==> src/rtl/lsu_align_pkg.sv <==
// Package: shared encodings for the load/store alignment checker.
// Assumes op_class and dc_mode arrive as the plain codes listed below.
package lsu_align_pkg;

    localparam int OPC_W   = 3;
    localparam int DCM_W   = 2;
    localparam int NUM_CND = 7;
    localparam int CAUSE_W = $clog2(NUM_CND + 1);

    typedef enum logic [OPC_W-1:0] {
        OPC_INT    = 3'd0,
        OPC_FP     = 3'd1,
        OPC_MULTI  = 3'd2,
        OPC_STRING = 3'd3,
        OPC_RESV   = 3'd4,
        OPC_BLKZ   = 3'd5,
        OPC_EXTCTL = 3'd6,
        OPC_NONE   = 3'd7
    } op_class_e;

    typedef enum logic [DCM_W-1:0] {
        DC_ABSENT = 2'd0,
        DC_WTHRU  = 2'd1,
        DC_CBACK  = 2'd2,
        DC_RSVD   = 2'd3
    } dc_mode_e;

    // Bit index of each condition; cause code = index + 1 (lower wins)
    localparam int CND_FP_DIRECT  = 0;
    localparam int CND_FP_MISAL   = 1;
    localparam int CND_WORD_MISAL = 2;
    localparam int CND_SEG_CROSS  = 3;
    localparam int CND_BLKZ_ATTR  = 4;
    localparam int CND_EXT_MISAL  = 5;
    localparam int CND_LE_MULTI   = 6;

endpackage

==> src/rtl/lsu_align_addr.sv <==
// Module: lsu_align_addr
// Derives address properties of one access: whether the first byte is
// aligned to ALIGN_BYTES, and whether the first and last bytes sit in
// different segments (top SEG_W address bits). Assumes ALIGN_BYTES is a
// power of two and the access length is far smaller than a segment.
module lsu_align_addr #(
    parameter int ADDR_W      = 32,
    parameter int LEN_W       = 8,
    parameter int SEG_W       = 4,
    parameter int ALIGN_BYTES = 4
) (
    input  logic [ADDR_W-1:0] ea,
    input  logic [LEN_W-1:0]  acc_len,
    output logic              misaligned,
    output logic              seg_cross
);
    localparam int LOW_W = $clog2(ALIGN_BYTES);

    logic [ADDR_W-1:0] last_byte;
    logic              len_nonzero;

    // Misalignment: any low address bit below the alignment unit is set
    always_comb begin
        misaligned = |ea[LOW_W-1:0];
    end

    // Last byte address; a zero length counts as the single first byte
    always_comb begin
        len_nonzero = |acc_len;
        last_byte   = ea + ADDR_W'(acc_len) - ADDR_W'(len_nonzero);
    end

    // Segment crossing: segment bits of first and last byte differ
    always_comb begin
        seg_cross = ea[ADDR_W-1 -: SEG_W] != last_byte[ADDR_W-1 -: SEG_W];
    end

endmodule

==> src/rtl/lsu_align_conds.sv <==
// Module: lsu_align_conds
// Evaluates every alignment-fault condition in parallel and returns them
// as a vector indexed by the lsu_align_pkg condition indices. Assumes the
// address properties come from lsu_align_addr for the same access.
module lsu_align_conds
    import lsu_align_pkg::*;
(
    input  logic [OPC_W-1:0]   op_class,
    input  logic               misaligned,
    input  logic               seg_cross,
    input  logic               seg_direct,
    input  logic               ds_change,
    input  logic               pg_wt,
    input  logic               pg_ci,
    input  logic [DCM_W-1:0]   dc_mode,
    input  logic               le_mode,
    output logic [NUM_CND-1:0] cond
);
    op_class_e op;
    dc_mode_e  dcm;
    logic      is_fp, is_multi, is_string, is_resv, is_int, is_blkz, is_ext;
    logic      cache_unfit;

    // Decode the operation class into one-hot style flags
    always_comb begin
        op        = op_class_e'(op_class);
        is_int    = (op == OPC_INT);
        is_fp     = (op == OPC_FP);
        is_multi  = (op == OPC_MULTI);
        is_string = (op == OPC_STRING);
        is_resv   = (op == OPC_RESV);
        is_blkz   = (op == OPC_BLKZ);
        is_ext    = (op == OPC_EXTCTL);
    end

    // Block zero cannot proceed without a copy-back data cache
    always_comb begin
        dcm         = dc_mode_e'(dc_mode);
        cache_unfit = pg_wt || pg_ci || (dcm == DC_ABSENT) || (dcm == DC_WTHRU);
    end

    // Individual fault terms, one per condition index
    always_comb begin
        cond                 = '0;
        cond[CND_FP_DIRECT]  = is_fp && seg_direct;
        cond[CND_FP_MISAL]   = is_fp && misaligned;
        cond[CND_WORD_MISAL] = (is_multi || is_resv) && misaligned;
        cond[CND_SEG_CROSS]  = (is_int || is_multi || is_string) && seg_cross && ds_change;
        cond[CND_BLKZ_ATTR]  = is_blkz && cache_unfit;
        cond[CND_EXT_MISAL]  = is_ext && misaligned;
        cond[CND_LE_MULTI]   = (is_multi || is_string) && le_mode;
    end

endmodule

==> src/rtl/lsu_align_prio.sv <==
// Module: lsu_align_prio
// Turns a condition vector into a cause code naming the lowest set
// condition (index + 1), or zero when none is set, plus an OR flag.
// Assumes CAUSE_W can hold N.
module lsu_align_prio #(
    parameter int N       = 7,
    parameter int CAUSE_W = 3
) (
    input  logic [N-1:0]       cond,
    output logic               any,
    output logic [CAUSE_W-1:0] cause
);
    // Flag is the OR of all conditions
    always_comb begin
        any = |cond;
    end

    // Scan downward so the lowest set index is written last and wins
    always_comb begin
        cause = '0;
        for (int i = N - 1; i >= 0; i--) begin
            if (cond[i]) begin
                cause = CAUSE_W'(i + 1);
            end
        end
    end

endmodule

==> src/rtl/lsu_align_check.sv <==
// Module: lsu_align_check (top)
// Load/store alignment exception checker. Combines address analysis,
// condition evaluation and priority encoding, then registers the flag and
// cause for the next pipeline stage. Assumes inputs are stable around the
// rising clock edge; reset is synchronous and active low.
module lsu_align_check
    import lsu_align_pkg::*;
#(
    parameter int ADDR_W      = 32,
    parameter int LEN_W       = 8,
    parameter int SEG_W       = 4,
    parameter int ALIGN_BYTES = 4
) (
    input  logic               clk,
    input  logic               rst_n,
    input  logic [OPC_W-1:0]   op_class,
    input  logic [ADDR_W-1:0]  ea,
    input  logic [LEN_W-1:0]   acc_len,
    input  logic               seg_direct,
    input  logic               ds_change,
    input  logic               pg_wt,
    input  logic               pg_ci,
    input  logic [DCM_W-1:0]   dc_mode,
    input  logic               le_mode,
    output logic               align_exc,
    output logic [CAUSE_W-1:0] align_cause
);
    logic               misaligned;
    logic               seg_cross;
    logic [NUM_CND-1:0] cond;
    logic               exc_d;
    logic [CAUSE_W-1:0] cause_d;

    lsu_align_addr #(
        .ADDR_W      (ADDR_W),
        .LEN_W       (LEN_W),
        .SEG_W       (SEG_W),
        .ALIGN_BYTES (ALIGN_BYTES)
    ) u_addr (
        .ea         (ea),
        .acc_len    (acc_len),
        .misaligned (misaligned),
        .seg_cross  (seg_cross)
    );

    lsu_align_conds u_conds (
        .op_class   (op_class),
        .misaligned (misaligned),
        .seg_cross  (seg_cross),
        .seg_direct (seg_direct),
        .ds_change  (ds_change),
        .pg_wt      (pg_wt),
        .pg_ci      (pg_ci),
        .dc_mode    (dc_mode),
        .le_mode    (le_mode),
        .cond       (cond)
    );

    lsu_align_prio #(
        .N       (NUM_CND),
        .CAUSE_W (CAUSE_W)
    ) u_prio (
        .cond  (cond),
        .any   (exc_d),
        .cause (cause_d)
    );

    // Output stage register, cleared by synchronous reset
    always_ff @(posedge clk) begin
        if (!rst_n) begin
            align_exc   <= 1'b0;
            align_cause <= '0;
        end else begin
            align_exc   <= exc_d;
            align_cause <= cause_d;
        end
    end

endmodule

==> config.mk <==
export PLATFORM = sky130hd
export DESIGN_NAME = lsu_align_check
export DESIGN_NICKNAME = d
export VERILOG_FILES = /design/src/rtl/lsu_align_pkg.sv /design/src/rtl/lsu_align_addr.sv /design/src/rtl/lsu_align_conds.sv /design/src/rtl/lsu_align_prio.sv /design/src/rtl/lsu_align_check.sv
export SDC_FILE = /design/constraint.sdc
export NUM_CORES = 1
export LEC_CHECK = 0
export ABC_AREA = 1
export ABC_CLOCK_PERIOD_IN_PS = 2500
export BUFFER_PORTS_ARGS = -buffer_cell sky130_fd_sc_hd__buf_2
export CORE_ASPECT_RATIO = 1.75
export CORE_UTILIZATION = 50
export CTS_BUF_LIST = sky130_fd_sc_hd__clkbuf_8 sky130_fd_sc_hd__clkbuf_16
export DETAILED_ROUTE_END_ITERATION = 8
export PLACE_DENSITY_LB_ADDON = 0.3
export RECOVER_POWER = 25
export SLEW_MARGIN = 25
export SYNTH_ARGS = -nofsm -noshare
export SYNTH_HDL_FRONTEND = slang
export SYNTH_HIERARCHICAL = 1
export SYNTH_SLANG_ARGS = --single-unit
==> constraint.sdc <==
create_clock -name clk -period 2.5 [get_ports clk]
set_input_delay 0.5 -clock clk [delete_from_list [all_inputs] [get_ports clk]]
set_output_delay 0.5 -clock clk [all_outputs]
set_load 0.01 [all_outputs]
==> results list <==
* Normalized max-slew margin: 0.809
- The share of total power dissipated in combinational logic is 0.725.
- Once routing completed, OpenROAD measured the worst setup slack at -0.0428 ns.
- Synth warn: 6
- At the worst endpoint, the arrival time is 2.65 ns.
- Net count after synthesis: 539
- Number of sinks handled by clock tree synthesis: 4
* Most common library cell in the layout ignoring fill and taps: sky130_fd_sc_hd__nand2_1
- The routed design could run at a clock period as short as 2.54 ns.
- The average instance in the mapped netlist occupies 4.94 sq um.
- Initial antenna violation count: 0
- From bottom edge to top edge, the die measures 90.1 microns.
* CP startpoint: acc_len[5]
* Synth area leader: sky130_fd_sc_hd__nand2_1
- Power density over the cells: 261 nW/um^2
- Std-Cell Rows: 31
* Total iterations of the first detailed-routing run: 4
* Cells after Synth: 449
- Dividing the final minimum period by the clock period gives 1.02.
- Remaining DRCs: 0
- For this run, the total global-route usage over all layers was measured as 0.205.
- The first global-routing pass estimated 7970 microns of wire.
* Number of max-cap violations: 0
- Unrepaired setup endpoints after global routing: true
- Post-layout power: 0.000734 W
- Of the synthesized area, sequential elements account for 0.0361.
* Combined area of all synthesized cells: 2220 sq um
* Result of the run: complete, but fails checks
- Origin of the worst min-delay path: rst_n
* CP peak stage delay: 0.27 ns
- Number of post-CTS setup repair buffers: 0
* Top cell by count, worst path: sky130_fd_sc_hd__nand2_1
- Die outline area: 4720 sq um
* Global route overflow: 0
- Most frequent cells in the layout: 162 x sky130_fd_sc_hd__nand2_1, 133 x sky130_fd_sc_hd__inv_1, 48 x sky130_fd_sc_hd__buf_2, 36 x sky130_fd_sc_hd__nor2_1, 31 x sky130_fd_sc_hd__ha_1
* Synthesis-to-layout area growth: 26.7%
- The internal portion of the total power is 0.000402 W.
- Static Leak: 1.90 nW
- Library cells used by synthesis: 20
- Maximum number of pins on one net before global-route repair: 5
- Multi-input combinational cell area: 1750 sq um
- Sorting the synthesized cells by area gives the leading types as sky130_fd_sc_hd__nand2_1 28%, sky130_fd_sc_hd__inv_1 23%, sky130_fd_sc_hd__ha_1 21%, sky130_fd_sc_hd__nor2_1 6.4%, sky130_fd_sc_hd__a21oi_1 5.2%.
* Initial DRC count: 33
- Violated checks: setup timing
* WL per Instance: 8.59 microns
- Antenna cell count: 0
- Buffers inserted during clock tree synthesis total 3.
- Final net count: 608
* Post-route worst hold slack: 0.512 ns
- I/O Buffers: 53
* Share of cells above drive strength 1: 0.196
- Number of failing setup endpoints in the final timing report: 4
- Switching power summed over all nets: 0.000332 W
- The clock passes through at most 2 buffers.
- Once detail routing completed, the nets flagged for antenna violations numbered 0.
* Worst Setup Path Type: input pin to flip-flop
- Across the VDD grid, the largest voltage drop is 0.293 mV.
- In this run the worst path has a maximum fanout of 2.
* Die extent in x: 52.4 microns
- Of the post-synthesis cell area, the dominant cell type holds 0.281.
- Placeable core region: 4190 sq um
- Number of global-route vias before repair: 2415
* Placer Congestion: 0.850
* Register cell area after layout: 80.1 sq um
- Min-delay worst type: input pin to flip-flop
- Synthesis inferred 4 register bits.
* Via count normalized by instance count: 4.65
* Initial cell density of the core: 0.530
- Total negative setup slack: -0.106 ns
- Required time at the worst-slack endpoint: 2.61 ns
- TritonCTS clock tree: built
- Number of placed instances, taps included: 562
- The worst setup path is captured at a flip-flop.
- Clock Tree Root: sky130_fd_sc_hd__clkbuf_8
- The number of hold violations in the final report came to 0.
* DRT Wirelength: 4860 microns
* Peak clock frequency supported by timing: 393 MHz
- Slowest stage cell, crit path: sky130_fd_sc_hd__nor4_4
- The max-slew violation count is 0.
- Measured slew at the worst slew-check pin: 0.287 ns
- Once detailed placement completed, the half-perimeter wirelength came to 4230 microns.
- Worst Setup Start Kind: input pin
* Total via count in the routed design: 2630
- Of the total power, the clock network draws 0.178.
- Clock input transition at the sequential cells of the worst setup and hold paths: 0.03 ns
- Fillers: 419
- Finished Layout Cells: 565
* Net switching share of the total power: 0.453
* Share of total power in sequential cells: 0.097
- 56 I/O pins were placed.
- H-tree level count: 1
==> cell type report <==
class	instances	area share
well taps	49	0.0218
inverters	136	0.181
flip-flops and latches	4	0.0285
repair buffers	64	0.131
clock buffers	3	0.0147
multi-input cells	309	0.623
==> metal layers <==
metal / global-route usage / part of all wire / vias to the layer above
met3: 0.00677 / 0.023 / 6
met2: 0.457 / 0.60 / 43
met5: 0 / 0 / -
met1: 0.164 / 0.37 / 1135
li1: - / - / 1446
met4: 0.0614 / 0.0095 / 0
==> kinds of logic after synthesis <==
kind of cell             synth area share
buffers and inverters               0.230
AO/OA/AOI/OAI                      0.0643
adder cells (fa/ha/maj)             0.214
flip-flops                         0.0361
XOR/XNOR                          0.00789
AND/OR/NAND/NOR                     0.448
==> power by group through the flow <==
stage               Combinational [W]  Clock, W  Sequential (W)
floorplan                    0.000342         0       0.0000752
global placement             0.000481         0       0.0000716
global route                 0.000611  0.000143       0.0000717
CTS                          0.000506  0.000134       0.0000712
finish                       0.000532  0.000131       0.0000711
detailed placement           0.000493         0       0.0000717
==> through the flow <==
stage | setup slack, ns | area (sq um) | util
6_report | -0.0428 | 2810 | 0.671
5_1_grt | -0.256 | 2810 | 0.671
4_1_cts | -0.150 | 2730 | 0.651
3_5_place_dp | -0.493 | 2630 | 0.628
3_3_place_gp | -0.414 | 2630 | 0.628
2_1_floorplan | -0.0139 | 2220 | -
==> cells in the mapped netlist (all sizes together) <==
library cell and number:
nor2 44, nand3b 1, nor3 3, inv 136, o21a 2, nand2 173
nor4 2, xnor2 1, nand3 18, xor2 1, dfxtp 4, and3 1
a21oi 23, o21bai 1, o21ai 1, ha 38
==> path summary, 6_finish.rpt <==
path,cells after the start,endpoint
hold / removal,3,align_cause[0]
setup / recovery,26,align_exc
==> state kept, by name, indices dropped and copies added, names as in the netlist <==
register / count
align_cause: 3
align_exc: 1
==> worst max-delay path: cells and delay by family <==
kind                     cells  cell delay [ns]
AND/OR/NAND/NOR             20             1.55
adder cells (fa/ha/maj)      2             0.37
buffers and inverters        4             0.22
==> timing repair <==
item,in CTS,in global routing
pin swaps,15,26
endpoints found under the setup margin,4,4
hold buffers,0,0
resized for setup,11,15
Note: power is estimated with default switching activity, not from simulation.
